--- config.mk ---
export PLATFORM = sky130hd
export DESIGN_NAME = pwm_timebase
export DESIGN_NICKNAME = d
export VERILOG_FILES = /design/src/rtl/pwmtb_pkg.sv /design/src/rtl/pwmtb_prescale.sv /design/src/rtl/pwmtb_period.sv /design/src/rtl/pwmtb_counter.sv /design/src/rtl/pwm_timebase.sv
export SDC_FILE = /design/constraint.sdc
export NUM_CORES = 1
export LEC_CHECK = 0
export ABC_AREA = 0
export CAP_MARGIN = 10
export CORE_MARGIN = 2
export CORE_UTILIZATION = 55
export DETAILED_ROUTE_END_ITERATION = 10
export DONT_BUFFER_PORTS = 1
export PLACE_DENSITY = 0.67
export SLEW_MARGIN = 10
export SYNTH_ARGS = -nofsm -noshare
export SYNTH_HDL_FRONTEND = slang
export SYNTH_HIERARCHICAL = 1
export SYNTH_SLANG_ARGS = --single-unit
--- constraint.sdc ---
create_clock -name clk -period 10.2 [get_ports clk]
set_clock_uncertainty 0.05 [all_clocks]
set_input_delay 0.51 -clock clk [delete_from_list [all_inputs] [get_ports clk]]
set_output_delay 0.51 -clock clk [all_outputs]
set_load 0.01 [all_outputs]
--- src/rtl/pwmtb_pkg.sv ---
package pwmtb_pkg;

  typedef enum logic [1:0] {
    MODE_UP     = 2'd0,
    MODE_DOWN   = 2'd1,
    MODE_UPDN   = 2'd2,
    MODE_FREEZE = 2'd3
  } cnt_mode_e;

  typedef enum logic [1:0] {
    SYNC_PASS = 2'd0,
    SYNC_ZERO = 2'd1,
    SYNC_CMPB = 2'd2,
    SYNC_OFF  = 2'd3
  } sync_src_e;

  typedef enum logic [1:0] {
    EMU_STEP  = 2'd0,
    EMU_CYCLE = 2'd1,
    EMU_RUN2  = 2'd2,
    EMU_RUN3  = 2'd3
  } emu_e;

  // Control word; field positions are the software-visible layout.
  typedef struct packed {
    emu_e      emu_mode;      // 15:14
    logic      post_sync_up;  // 13
    logic [2:0] coarse_div;   // 12:10
    logic [2:0] fine_div;     // 9:7
    logic      force_sync;    // 6
    sync_src_e sync_src;      // 5:4
    logic      prd_direct;    // 3
    logic      phase_en;      // 2
    cnt_mode_e count_mode;    // 1:0
  } ctl_t;

  localparam int          PRE_W     = 11;
  localparam logic [15:0] CTL_RESET = 16'h0083;

  function automatic logic [7:0] coarse_factor(input logic [2:0] code);
    return 8'd1 << code;
  endfunction

  function automatic logic [3:0] fine_factor(input logic [2:0] code);
    return (code == 3'd0) ? 4'd1 : {code, 1'b0};
  endfunction

  function automatic logic [PRE_W-1:0] prescale_total(input logic [2:0] c,
                                                      input logic [2:0] f);
    return PRE_W'(coarse_factor(c)) * PRE_W'(fine_factor(f));
  endfunction

endpackage

--- src/rtl/pwmtb_prescale.sv ---
module pwmtb_prescale
  import pwmtb_pkg::*;
(
  input  logic       clk,
  input  logic       rst_n,
  input  logic       clr,
  input  logic [2:0] coarse,
  input  logic [2:0] fine,
  output logic       tick
);
  logic [PRE_W-1:0] total;
  logic [PRE_W-1:0] pre_q;
  logic             at_end;

  assign total  = prescale_total(coarse, fine);
  assign at_end = (pre_q >= total - 1'b1);
  assign tick   = at_end && !clr;

  always_ff @(posedge clk or negedge rst_n) begin
    if (!rst_n)             pre_q <= '0;
    else if (clr || at_end) pre_q <= '0;
    else                    pre_q <= pre_q + 1'b1;
  end


  tick_spacing_chk: assert property (@(posedge clk) disable iff (!rst_n)
    (tick && total != PRE_W'(1)) |=> !tick);

endmodule

--- src/rtl/pwmtb_period.sv ---
module pwmtb_period #(
  parameter int W = 16
) (
  input  logic         clk,
  input  logic         rst_n,
  input  logic         we,
  input  logic [W-1:0] wdata,
  input  logic         direct,
  input  logic         at_zero,
  output logic [W-1:0] active,
  output logic [W-1:0] rdata
);
  logic [W-1:0] sh_q;
  logic [W-1:0] act_q;

  always_ff @(posedge clk or negedge rst_n) begin
    if (!rst_n) begin
      sh_q  <= '1;
      act_q <= '1;
    end else begin
      if (we && !direct) sh_q <= wdata;
      if (we && direct)             act_q <= wdata;
      else if (!direct && at_zero)  act_q <= sh_q;
    end
  end

  assign active = act_q;
  assign rdata  = direct ? act_q : sh_q;


  shadow_copy_chk: assert property (@(posedge clk) disable iff (!rst_n)
    (!direct && at_zero) |=> act_q == $past(sh_q));

  shadow_hold_chk: assert property (@(posedge clk) disable iff (!rst_n)
    (!direct && !at_zero) |=> $stable(act_q));

endmodule

--- src/rtl/pwmtb_counter.sv ---
module pwmtb_counter
  import pwmtb_pkg::*;
#(
  parameter int W = 16
) (
  input  logic         clk,
  input  logic         rst_n,
  input  logic         tick,
  input  cnt_mode_e    mode,
  input  logic [W-1:0] prd,
  input  logic         load,
  input  logic [W-1:0] phase,
  input  logic         post_up,
  input  logic         emu_halt,
  input  emu_e         emu_mode,
  output logic [W-1:0] cnt,
  output logic         up
);
  logic [W-1:0] cnt_q, cnt_n;
  logic         up_q, up_n;
  logic         stop_q;
  logic         step_en;
  logic         end_hit;

  assign step_en = tick && (mode != MODE_FREEZE) && !(stop_q && emu_halt);

  always_comb begin
    cnt_n = cnt_q;
    up_n  = up_q;
    case (mode)
      MODE_UP: begin
        up_n  = 1'b1;
        cnt_n = (cnt_q == prd) ? '0 : cnt_q + 1'b1;
      end
      MODE_DOWN: begin
        up_n  = 1'b0;
        cnt_n = (cnt_q == '0) ? prd : cnt_q - 1'b1;
      end
      MODE_UPDN: begin
        if (up_q) begin
          if (cnt_q >= prd) begin
            up_n  = 1'b0;
            cnt_n = (cnt_q == '0) ? '0 : cnt_q - 1'b1;
          end else begin
            cnt_n = cnt_q + 1'b1;
          end
        end else begin
          if (cnt_q == '0) begin
            up_n  = 1'b1;
            cnt_n = (prd == '0) ? '0 : W'(1);
          end else begin
            cnt_n = cnt_q - 1'b1;
          end
        end
      end
      default: ;
    endcase
  end

  assign end_hit = (up_n && cnt_n == prd) || (!up_n && cnt_n == '0);

  always_ff @(posedge clk or negedge rst_n) begin
    if (!rst_n) begin
      cnt_q <= '0;
      up_q  <= 1'b1;
    end else if (load) begin
      cnt_q <= phase;
      up_q  <= (mode == MODE_UPDN) ? post_up : (mode != MODE_DOWN);
    end else if (step_en) begin
      cnt_q <= cnt_n;
      up_q  <= up_n;
    end
  end

  always_ff @(posedge clk or negedge rst_n) begin
    if (!rst_n)        stop_q <= 1'b0;
    else if (!emu_halt) stop_q <= 1'b0;
    else if (step_en && !load &&
             (emu_mode == EMU_STEP || (emu_mode == EMU_CYCLE && end_hit)))
      stop_q <= 1'b1;
  end

  assign cnt = cnt_q;
  assign up  = up_q;


  freeze_hold_chk: assert property (@(posedge clk) disable iff (!rst_n)
    (mode == MODE_FREEZE && !load) |=> $stable(cnt_q));

  up_step_chk: assert property (@(posedge clk) disable iff (!rst_n)
    (step_en && !load && mode == MODE_UP && cnt_q != prd) |=> cnt_q == $past(cnt_q) + 1'b1);

  down_reload_chk: assert property (@(posedge clk) disable iff (!rst_n)
    (step_en && !load && mode == MODE_DOWN && cnt_q == '0) |=> cnt_q == $past(prd));

  phase_load_chk: assert property (@(posedge clk) disable iff (!rst_n)
    load |=> cnt_q == $past(phase));

  phase_dir_chk: assert property (@(posedge clk) disable iff (!rst_n)
    (load && mode == MODE_UPDN) |=> up_q == $past(post_up));

  halt_hold_chk: assert property (@(posedge clk) disable iff (!rst_n)
    (stop_q && emu_halt && !load) |=> $stable(cnt_q));

endmodule

--- src/rtl/pwm_timebase.sv ---
module pwm_timebase
  import pwmtb_pkg::*;
#(
  parameter int CW = 16
) (
  input  logic          clk,
  input  logic          rst_n,
  input  logic          ctl_we,
  input  logic [15:0]   ctl_wdata,
  input  logic          prd_we,
  input  logic [CW-1:0] prd_wdata,
  input  logic [CW-1:0] phase_val,
  input  logic [CW-1:0] cmpb_val,
  input  logic          sync_in,
  input  logic          emu_halt,
  output logic [15:0]   ctl_rdata,
  output logic [CW-1:0] prd_rdata,
  output logic          tb_tick,
  output logic [CW-1:0] tb_cnt,
  output logic          tb_up,
  output logic          evt_zero,
  output logic          evt_prd,
  output logic          evt_cmpb,
  output logic          sync_out
);
  ctl_t          ctl_q, wr_ctl, wr_clean;
  cnt_mode_e     mode_eff;
  emu_e          emu_eff;
  logic          post_up_eff, phase_en_eff;
  logic          sw_sync, sync_evt, load;
  logic [CW-1:0] prd_act;

  always_comb begin
    wr_ctl              = ctl_t'(ctl_wdata);
    wr_clean            = wr_ctl;
    wr_clean.force_sync = 1'b0;
  end

  always_ff @(posedge clk or negedge rst_n) begin
    if (!rst_n)      ctl_q <= ctl_t'(CTL_RESET);
    else if (ctl_we) ctl_q <= wr_clean;
  end

  assign mode_eff     = ctl_we ? wr_ctl.count_mode   : ctl_q.count_mode;
  assign emu_eff      = ctl_we ? wr_ctl.emu_mode     : ctl_q.emu_mode;
  assign post_up_eff  = ctl_we ? wr_ctl.post_sync_up : ctl_q.post_sync_up;
  assign phase_en_eff = ctl_we ? wr_ctl.phase_en     : ctl_q.phase_en;

  assign sw_sync  = ctl_we && wr_ctl.force_sync;
  assign sync_evt = sync_in || sw_sync;
  assign load     = sync_evt && phase_en_eff;

  pwmtb_prescale u_pre (
    .clk    (clk),
    .rst_n  (rst_n),
    .clr    (ctl_we),
    .coarse (ctl_q.coarse_div),
    .fine   (ctl_q.fine_div),
    .tick   (tb_tick)
  );

  pwmtb_period #(.W(CW)) u_prd (
    .clk     (clk),
    .rst_n   (rst_n),
    .we      (prd_we),
    .wdata   (prd_wdata),
    .direct  (ctl_q.prd_direct),
    .at_zero (evt_zero),
    .active  (prd_act),
    .rdata   (prd_rdata)
  );

  pwmtb_counter #(.W(CW)) u_cnt (
    .clk      (clk),
    .rst_n    (rst_n),
    .tick     (tb_tick),
    .mode     (mode_eff),
    .prd      (prd_act),
    .load     (load),
    .phase    (phase_val),
    .post_up  (post_up_eff),
    .emu_halt (emu_halt),
    .emu_mode (emu_eff),
    .cnt      (tb_cnt),
    .up       (tb_up)
  );

  assign evt_zero  = (tb_cnt == '0);
  assign evt_prd   = (tb_cnt == prd_act);
  assign evt_cmpb  = (tb_cnt == cmpb_val);
  assign ctl_rdata = ctl_q;

  always_comb begin
    case (ctl_q.sync_src)
      SYNC_PASS: sync_out = sync_evt;
      SYNC_ZERO: sync_out = evt_zero;
      SYNC_CMPB: sync_out = evt_cmpb;
      default:   sync_out = 1'b0;
    endcase
  end


  force_sync_reads_zero_chk: assert property (@(posedge clk) disable iff (!rst_n)
    ctl_rdata[6] == 1'b0);

  sync_off_chk: assert property (@(posedge clk) disable iff (!rst_n)
    (ctl_rdata[5:4] == 2'd3) |-> !sync_out);

endmodule

==> out/metrics.csv, run 1 <==
stage;metric;value;unit
clock_network;Worst-Skew Late Latency;350;ps
global_routing;Congestion Overflow GR;0;
die;Chip Height;127;um
synth;Synthesis Warnings;6;
finish;share of cells above drive strength 1;0.142;
sta;Max Freq;0.144;GHz
sta;RSZ-0062 raised after global routing;no;
global_routing;first-pass GRT wire length;41000;um
die;Die Footprint;16100;um2
detailed_routing;WL/cell;23.3;um
detailed_routing;Total Wirelength;26300;um
synth;Synth async-reset ratio;1.00;
clock_network;CTS tree;built;
detailed_routing;DR vias;7570;
power;Reg power frac;0.306;
sta;Final Setup Violations;0;
clock_network;CTS clk-pin slew, worst paths;60;ps
finish;Design Area, Final;8750;um2
finish;Area Growth Syn to Fin;5.40;%
power;Comb pwr share;0.501;
finish;n_diodes;0;
global_routing;vias in the first global route;7394;
power;switching part of the total;0.451;
synth;Post-synth EDFFs;0;
clock_network;H-tree depth;3;
finish;final core occ;0.597;
setup_path;CP Capture Type;register;
detailed_routing;Final ANT Viol Nets;0;
synth;register area share after synthesis;0.235;
clock_network;clock tree sinks;76;
sta;min Tclk post-route;6950;ps
placed_design;Inst Count DP;1114;
finish;final non-filler cell total;1132;
sta;setup tns final;0;ps
detailed_routing;Via density;6.69;
die;core area;14600;um2
setup_path;crit path launch type;register;
synth;Mapped Nets;1102;
die;Starting Density;0.567;
sta;Tcrit/Tclk final;0.681;
sta;Least-Margin Pin Slew;1100;ps
detailed_routing;drt drc;0;
finish;final net count;1078;
power;Cell Pwr Density;187;nW/um2
detailed_routing;Iter 0 DRT Violations;808;
synth;cells after synthesis;967;
synth;Synth Area per Inst;8.59;um2
sta;Min Hold Slack;175;ps
synth;Distinct cells, synth;82;
placed_design;Final GP Congestion;0.963;
setup_path;Crit path arrival time;7170;ps
clock_network;post-CTS setup buffer count;0;
power;Clock Power Share;0.193;
setup_path;Max FO, Critical Path;28;
synth;Synth Flop Type;dfrtp_1;
synth;area of the mapped netlist;8300;um2
placed_design;DP HPWL;19100;um
die;Die Width;127;um
clock_network;Clock Tree Buf Depth;2;
global_routing;initial antenna violation count;0;
global_routing;largest net degree at the start of global routing;77;
synth;Synth Register Bits;76;
clock_network;CTS buffer count;9;
sta;final hold violations;0;
hold_path;worst hold path type;input port to register;
sta;Final Slew Violations;0;
power;switching pwr;0.736;mW
run_status;status;finished clean;
power;Peak VDD IR;104;uV
die;Row Count;44;
detailed_routing;drt pass-1 iters;6;
setup_path;Required @ worst endpoint;10420;ps
clock_network;clk root buf;clkbuf_16;
run;MaxCap Viol Count;0;
placed_design;Post-DP Area;8420;um2
power;Lkg Pwr;3.55;nW
placed_design;IO buf count;0;
die;io pins;124;
setup_path;Crit Path Class;register to register;
global_routing;GRT Util Overall;0.325;
power;Pint;0.897;mW
sta;max_slew headroom;0.262;
## registers in the layout (all words and copies together) (netlist names)
signal        cells
u_prd/sh_q       16
u_cnt/stop_q      1
u_pre/pre_q      11
u_cnt/up          1
u_cnt/cnt        16
u_prd/active     16
ctl_rdata        15
## synth_stat cells (13+ instances only)
cell type | instances | area, um2
a21oi_1 | 52 | 260
buf_2 | 17 | 85.1
clkbuf_1 | 28 | 105
dfrtp_1 | 40 | 1000
dfstp_2 | 36 | 946
fa_1 | 13 | 260
ha_1 | 52 | 651
inv_1 | 59 | 221
mux2_2 | 30 | 338
mux2i_1 | 59 | 591
nand2_1 | 64 | 240
nand3_1 | 40 | 200
nand4_1 | 27 | 169
nor2_1 | 61 | 229
nor2b_1 | 14 | 87.6
nor3_1 | 35 | 175
nor4_1 | 18 | 113
o21ai_0 | 43 | 215
xnor2_1 | 54 | 473
xor2_1 | 18 | 158
## metrics by stage
stage | power [mW] | worst slack [ps]
floorplan | 1.07 | 4810
global placement | 1.28 | 3500
detailed placement | 1.29 | 3360
CTS | 1.62 | 3340
global route | 1.73 | 2770
finish | 1.63 | 3250
## layout make-up
| class | instances | area, um2 |
|---|---|---|
| flip-flops and latches | 76 | 1950 |
| well taps | 184 | 230 |
| clock buffers | 13 | 272 |
| fillers | 1319 | 5890 |
| repair buffers | 20 | 173 |
| multi-input cells | 777 | 5890 |
| inverters | 59 | 221 |
| clock inverters | 3 | 20.0 |
## power by group through the flow
stage	Clock (mW)	Combinational, mW	Sequential [mW]
final	0.316	0.817	0.499
after global placement	0	0.778	0.500
after global routing	0.333	0.890	0.507
after CTS	0.323	0.800	0.496
after detailed placement	0	0.788	0.500
after floorplan	0	0.606	0.465
## cell families (layout without fill, tap and decap cells)
family                     after synthesis  count (layout)  share of synthesized area
other                                    1               1                   0.000452
AOI/OAI and AO/OA                      197             197                      0.160
adders and majority gates               65              65                      0.110
DFF                                     76              76                      0.235
muxes                                  108             108                      0.142
buffers and inverters                  114              95                     0.0600
and+or+nand+nor                        334             334                      0.217
xor gates and xnor gates                72              72                     0.0760
## final timing paths
kind / from / to / slack, ps / cells after the start
min in group asynchronous: rst_n / u_pre/pre_q[2] / 630 / 2
worst min register to register: u_pre/pre_q[0] / u_pre/pre_q[0] / 470 / 1
max in group asynchronous: rst_n / u_prd/active[1] / 9060 / 2
worst max register to register: ctl_rdata[10] / u_cnt/cnt[10] / 3250 / 21
worst max-delay path: ctl_rdata[10] / u_cnt/cnt[10] / 3250 / 21
worst min-delay path: ctl_we / u_pre/pre_q[0] / 180 / 1
## cells in the final DEF (no fill, tap or decap), drive strengths merged, types with 11 or more instances in the layout
cell,n
fa,13
nor2,61
nand2,64
buf,19
nor4,24
inv,59
a21oi,53
xnor2,54
clkbuf,13
ha,52
dfstp,36
nor2b,14
nand3,40
dfrtp,40
o21ai,45
mux2i,59
nand2b,11
nor3,36
xor2,18
nand4,27
mux2,49
## routing by layer
layer	GRT usage	wire length, um
met1	0.419	10500
met2	0.532	12400
met3	0.0793	2550
met4	0.120	962
met5	0	0
## critical path, cell delays in order, from the launching register on
cell     delay [ps]
dfrtp_1         600
nor2b_1         400
nand2_1         100
ha_1            330
fa_1            500
inv_1            50
fa_1            470
ha_1            340
nor2b_1         150
o21a_1          170
o21a_1          210
or2_2           300
ha_1            300
o21ai_0          90
o21ai_0         170
a21oi_1          60
o21ai_1         620
nor2b_1         460
nand3_1         850
nor2_1          350
a21oi_1          90
o21ai_0         190
## timing repair
| item | in CTS | in global routing |
|---|---|---|
| endpoints found under the setup margin | 0 | 0 |
| gates resized for setup | 0 | 0 |
| hold endpoints to repair | 76 | 2 |
| hold buffers | 1 | 1 |
(Power assumes the default switching activity.)
==> inputs of run 2 (changes only) <==
Settings changed: PLACE_DENSITY 0.67 to 0.7.
Clock period 10.2 ns to 5.76 ns, I/O delays scaled along.
==> run 2 against run 1 <==
Non-clock buffer count is 10 higher. Total power increased by 75%. Setup slack worse by 2800 ps. Maximum frequency increased by 32%. Cell count rose by 0.88%. Sequential cell count did not move. Via count rose by 1.1%. Critical endpoint is now u_cnt/cnt[11]. Highest routed layer unchanged.
==> out/metrics.csv, run 2 (synthesis gave the netlist of run 1 again) <==
stage;metric;value;unit;change
detailed_routing;drt drc;0;;unchanged
sta;min Tclk post-route;5270;ps;-1690 ps
global_routing;vias in the first global route;7222;;-2.3%
setup_path;crit path launch type;register;;
global_routing;Congestion Overflow GR;0;;unchanged
setup_path;CP Capture Type;register;;
placed_design;pre-CTS WS;365;ps;-3000 ps
setup_path;Max stage delay on crit path;520;ps;-330 ps
global_routing;GRT Util Overall;0.315;;-0.0101
sta;max_slew headroom;0.307;;+0.0455
hold_path;worst hold path type;input port to register;;
sta;post-route setup slack;495;ps;-2750 ps
clock_network;clk root buf;clkbuf_16;;
global_routing;first-pass GRT wire length;39900;um;-2.6%
clock_network;Worst-Skew Late Latency;340;ps;about the same
power;switching part of the total;0.456;;+0.00503
placed_design;Post-DP Area;8480;um2;+0.67%
sta;RSZ-0062 raised after global routing;no;;
placed_design;Inst Count DP;1123;;+0.81%
finish;most frequent cells in the layout;nand2_1, nor2_1, inv_1, mux2i_1, xnor2_1;;
sta;setup tns final;0;ps;unchanged
clock_network;H-tree depth;3;;unchanged
detailed_routing;drt pass-1 iters;7;;+1
clock_network;CTS clk-pin slew, worst paths;60;ps;about the same
placed_design;Final GP Congestion;1.00;;+4.3%
power;Comb pwr share;0.516;;+0.015
clock_network;CTS buffer count;9;;unchanged
power;Reg power frac;0.302;;-0.004
setup_path;Max FO, Critical Path;11;;-61%
die;io pins;124;;unchanged
setup_path;WP buf/inv;1;;unchanged
clock_network;post-CTS setup buffer count;0;;unchanged
die;Starting Density;0.567;;unchanged
clock_network;Clock Tree Buf Depth;2;;unchanged
sta;Final Setup Violations;0;;unchanged
power;Clock Power Share;0.182;;-0.011
finish;n_diodes;0;;unchanged
die;core area;14600;um2;unchanged
detailed_routing;DR vias;7652;;+1.1%
finish;# fillers;1331;;+0.91%
run;MaxCap Viol Count;0;;unchanged
clock_network;clock tree sinks;76;;unchanged
clock_network;CTS tree;built;;
die;Die Width;127;um;unchanged
run_status;status;finished clean;;
setup_path;most frequent CP cell;ha_1;;
global_routing;initial antenna violation count;0;;unchanged
detailed_routing;WL/cell;22.6;um;-3.1%
power;Peak VDD IR;277;uV;+170%
setup_path;CP Cell Sequence;nor2b_2 > nand2_1 > ha_1 > fa_1 > inv_1 > fa_1 > ha_1 > nor2b_1 > o21a_1 > o21a_1 > or4_1 > o311ai_1 > ha_1 > nor2_1 > o21ai_0 > a21oi_1 > o21ai_1 > nor2b_1 > and3_1 > mux2_2 > o21ai_0;;
setup_path;CP max stage cell;dfrtp_1;;
finish;Area Growth Syn to Fin;6.04;%;
setup_path;crit-path leading delay family;adder cells;;
detailed_routing;Final ANT Viol Nets;0;;unchanged
sta;Final Slew Violations;0;;unchanged
detailed_routing;Total Wirelength;25800;um;-2.2%
detailed_routing;Iter 0 DRT Violations;784;;-3.0%
sta;Max Freq;0.190;GHz;+32%
setup_path;Required @ worst endpoint;5970;ps;-4450 ps
setup_path;Crit Path Class;register to register;;
finish;share of cells above drive strength 1;0.156;;+0.0131
detailed_routing;Via density;6.70;;+0.20%
power;switching pwr;1.30;mW;+77%
power;Cell Pwr Density;325;nW/um2;+74%
global_routing;largest net degree at the start of global routing;77;;unchanged
power;Lkg Pwr;3.57;nW;+0.77%
finish;final net count;1088;;+0.93%
finish;final non-filler cell total;1142;;+0.88%
power;Pint;1.56;mW;+74%
finish;most common cell after layout, fill and taps aside;nand2_1;;
placed_design;IO buf count;0;;unchanged
sta;final hold violations;0;;unchanged
setup_path;Crit path arrival time;5480;ps;-1690 ps
die;Chip Height;127;um;unchanged
placed_design;DP HPWL;18400;um;-3.4%
sta;Least-Margin Pin Slew;1040;ps;-68.0 ps
die;Row Count;44;;unchanged
finish;Design Area, Final;8800;um2;+0.61%
die;Die Footprint;16100;um2;unchanged
sta;Tcrit/Tclk final;0.914;;+0.233
-- run 2: path summary, 6_finish.rpt --
kind / startpoint / endpoint / slack (ps) / cells after the start
max in group asynchronous: rst_n / u_prd/sh_q[4] / 4830 / 2
max: ctl_rdata[10] / u_cnt/cnt[11] / 490 / 21
min in group asynchronous: rst_n / ctl_rdata[2] / 470 / 2
max reg2reg: ctl_rdata[10] / u_cnt/cnt[11] / 490 / 21
min: phase_val[5] / u_cnt/cnt[5] / 20 / 2
min reg2reg: u_pre/pre_q[0] / u_pre/pre_q[0] / 490 / 1
-- run 2: final cells by class --
class / instances / area [um2] / area share
sequential: 76 / 1950 / 0.221
inverter: 59 / 221 / 0.0252
timing repair buffer: 30 / 250 / 0.0284
clock buffer: 10 / 229 / 0.0260
tap: 184 / 230 / 0.0262
clock inverter: 6 / 41.3 / 0.00469
multi-input combinational: 777 / 5880 / 0.668
-- run 2: metal layers --
layer | up-vias | track usage | part of all wire | wire length [um]
met5 | - | 0 | 0 | 0
met4 | 0 | 0.125 | 0.039 | 1010
met3 | 89 | 0.0730 | 0.10 | 2630
met2 | 439 | 0.515 | 0.46 | 11800
met1 | 3612 | 0.406 | 0.40 | 10300
li1 | 3512 | - | - | -
-- run 2: through the flow --
step | power [mW] | hold slack [ps] | utilization
global route | 3.03 | 6.67 | 0.601
floorplan | 1.90 | -57.6 | -
detailed placement | 2.28 | -55.7 | 0.579
CTS | 2.83 | 4.81 | 0.601
finish | 2.86 | 15.1 | 0.601
global placement | 2.27 | -55.1 | 0.579
-- run 2: power groups by stage --
stage | Combinational [mW] | Sequential, mW | Clock (mW)
2_1_floorplan | 1.07 | 0.823 | 0
3_3_place_gp | 1.40 | 0.863 | 0
3_5_place_dp | 1.42 | 0.865 | 0
4_1_cts | 1.44 | 0.857 | 0.533
5_1_grt | 1.60 | 0.875 | 0.554
6_report | 1.48 | 0.863 | 0.521
-- run 2: what timing repair did --
item	CTS	global route
resized for setup	0	4
hold endpoints to repair	88	0
hold buffers	3	0
endpoints found under the setup margin	0	18
==> inputs of run 3 (changes only) <==
--- a/config.mk
+++ b/config.mk
@@ -10,4 +10,5 @@
 export CORE_MARGIN = 2
 export CORE_UTILIZATION = 55
+export CTS_BUF_LIST = sky130_fd_sc_hd__clkbuf_8
 export DETAILED_ROUTE_END_ITERATION = 10
 export DONT_BUFFER_PORTS = 1
==> constraint.sdc (replaced) <==
create_clock -name clk -period 5.76 [get_ports clk]
set_clock_uncertainty 0.05 [all_clocks]
set_input_delay 1.152 -clock clk [delete_from_list [all_inputs] [get_ports clk]]
set_output_delay 1.152 -clock clk [all_outputs]
set_load 0.01 [all_outputs]
==> run 3 against run 2 <==
The flow now finishes with violations (negative setup slack). Sequential share of layout area fell by 0.66 points. Global-route usage is 0.81 points higher. Critical path type is now register to output port. Maximum frequency decreased by 12%.
==> out/metrics.csv, run 3 (synthesis gave the netlist of run 1 again) <==
stage;metric;value;unit;change
run_status;status;finished with violations;;
run_status;failing checks;negative setup slack;;
power;Lkg Pwr;3.69;nW;+3.2%
die;Row Count;44;;unchanged
clock_network;clock tree sinks;76;;unchanged
sta;Tcrit/Tclk final;1.03;;+0.121
setup_path;Crit path arrival time;4760;ps;-720 ps
detailed_routing;Final ANT Viol Nets;0;;unchanged
placed_design;DP HPWL;18900;um;+2.3%
global_routing;initial antenna violation count;0;;unchanged
global_routing;largest net degree at the start of global routing;77;;unchanged
clock_network;Clock Tree Buf Depth;2;;unchanged
run;MaxCap Viol Count;0;;unchanged
power;Comb pwr share;0.559;;+0.043
detailed_routing;DR vias;7796;;+1.9%
sta;final hold violations;0;;unchanged
die;core area;14600;um2;unchanged
setup_path;RR Endpoint;u_cnt/cnt[11];;
clock_network;Worst-Skew Late Latency;380;ps;+40 ps
power;Tot Pwr;2.88;mW;+0.66%
power;Cell Pwr Density;317;nW/um2;-2.5%
sta;RSZ-0062 raised after global routing;yes;;
power;switching pwr;1.34;mW;+2.6%
sta;post-route setup slack;-201;ps;-696 ps
power;Peak VDD IR;268;uV;-3.3%
setup_path;crit path launch type;register;;
clock_network;clk root buf;clkbuf_8;;
detailed_routing;Total Wirelength;26400;um;+2.6%
hold_path;worst hold path type;input port to async pin;;
die;Starting Density;0.567;;unchanged
sta;Final Slew Violations;0;;unchanged
setup_path;CP max stage cell;or4_4;;
setup_path;CP Capture Type;output port;;
die;Chip Height;127;um;unchanged
clock_network;CTS buffer count;9;;unchanged
setup_path;R2R Path Start;ctl_rdata[12];;
global_routing;Congestion Overflow GR;0;;unchanged
power;Pint;1.54;mW;-0.93%
clock_network;H-tree depth;3;;unchanged
detailed_routing;Iter 0 DRT Violations;882;;+13%
setup_path;CP Cell Sequence;nor2b_2 > buf_4 > buf_4 > nand2_1 > ha_1 > inv_1 > fa_1 > inv_1 > fa_1 > inv_2 > ha_4 > o21a_1 > o21a_1 > or4_4 > o311ai_2 > ha_2 > nor2_1 > o21ai_1 > a21oi_2 > o21ai_2 > nor2b_4 > buf_6;;
setup_path;Max FO, Critical Path;4;;-7
placed_design;Post-DP Area;8570;um2;+1.1%
sta;Final Setup Violations;1;;+1
finish;Area Growth Syn to Fin;9.45;%;
power;Reg power frac;0.288;;-0.014
finish;Design Area, Final;9090;um2;+3.2%
global_routing;GRT Util Overall;0.324;;+0.00814
power;switching part of the total;0.464;;+0.00862
setup_path;Max stage delay on crit path;530;ps;about the same
setup_path;Worst Reg-to-Reg Cells;25;;+19%
global_routing;vias in the first global route;7533;;+4.3%
detailed_routing;WL/cell;22.7;um;+0.44%
placed_design;Final GP Congestion;1.01;;+0.54%
finish;most common cell after layout, fill and taps aside;nand2_1;;
sta;min Tclk post-route;5960;ps;+696 ps
detailed_routing;drt drc;0;;unchanged
finish;final net count;1112;;+2.2%
die;io pins;124;;unchanged
global_routing;first-pass GRT wire length;41100;um;+2.8%
sta;Max Freq;0.168;GHz;-12%
finish;# fillers;1271;;-4.5%
finish;share of cells above drive strength 1;0.206;;+0.0502
finish;n_diodes;0;;unchanged
clock_network;CTS tree;built;;
clock_network;CTS clk-pin slew, worst paths;90;ps;+30 ps
setup_path;Crit Path Class;register to output port;;
setup_path;Required @ worst endpoint;4560;ps;-1410 ps
setup_path;R2R setup slack;430;ps;-60 ps
sta;max_slew headroom;0.329;;+0.0221
power;Clock Power Share;0.153;;-0.029
die;Die Footprint;16100;um2;unchanged
die;Die Width;127;um;unchanged
sta;Least-Margin Pin Slew;998;ps;-36.8 ps
detailed_routing;Via density;6.69;;-0.22%
finish;most frequent cells in the layout;nand2_1, nor2_1, mux2i_1;;
placed_design;IO buf count;0;;unchanged
detailed_routing;drt pass-1 iters;6;;-1
[run 3: cell count changes in the layout (fill, tap and decap cells not counted), moves of 3 or more]
cell and delta:
buf_4 +24, clkbuf_16 -9, clkbuf_8 +9, ha_1 -9
ha_4 +7, nor2b_4 +5, nor2b_1 -4, nand2_1 -3
nand2_2 +3
[run 3: critical path, delay by kind of cell (launching register included)]
family / cells / cell delay (ps)
simple gates: 5 / 980
buf+inv: 6 / 490
fa+ha+maj: 5 / 1710
flops: 1 / 450
compound gates: 6 / 720
[run 3: area by class of cell]
class / instances / area (um2) / area share
Clock inverter: 7 / 82.6 / 0.00909
Sequential cell: 76 / 1950 / 0.215
Clock buffer: 9 / 124 / 0.0136
Tap cell: 184 / 230 / 0.0253
Inverter: 59 / 221 / 0.0244
Timing Repair Buffer: 54 / 420 / 0.0463
Multi-Input combinational cell: 777 / 6060 / 0.667
[run 3: timing repair]
item,4_1_cts,5_1_grt
buffers inserted,15,0
endpoints found under the hold margin,0,0
endpoints found under the setup margin,1,1
pin swaps,9,6
gates resized for setup,35,8
hold buffers,0,0
[run 3: through the flow]
step            util  hold WS (ps)  setup TNS (ps)  worst slack [ps]  instances
6_report       0.620           406            -201              -201       1166
5_1_grt        0.620           377            -365              -365       1166
4_1_cts        0.618           386           -99.1             -99.1       1166
3_5_place_dp   0.585           474               0              77.0       1135
3_3_place_gp   0.585           460               0               151       1135
2_1_floorplan      -           434               0               142        967
[run 3: power groups by stage]
| stage | Combinational [mW] | Clock, mW | Sequential, mW |
|---|---|---|---|
| floorplan | 1.07 | 0 | 0.823 |
| global placement | 1.45 | 0 | 0.831 |
| detailed placement | 1.47 | 0 | 0.834 |
| CTS | 1.55 | 0.450 | 0.827 |
| global route | 1.73 | 0.471 | 0.842 |
| finish | 1.61 | 0.440 | 0.831 |
[run 3: worst max-delay path by stage]
stage	from	endpoint	slack [ps]	cells after the start
after floorplan	ctl_rdata[10]	tb_tick	140	18
after global placement	ctl_rdata[10]	tb_tick	150	19
after detailed placement	ctl_rdata[10]	tb_tick	80	19
after CTS	ctl_rdata[12]	tb_tick	-100	21
after global routing	ctl_rdata[12]	tb_tick	-370	22
final	ctl_rdata[12]	tb_tick	-200	22
[run 3: metal layers]
metal / GRT usage / share of wire / vias up
li1: - / - / 3553
met1: 0.418 / 0.41 / 3733
met2: 0.529 / 0.47 / 429
met3: 0.0700 / 0.089 / 81
met4: 0.131 / 0.036 / 0
met5: 0 / 0 / -
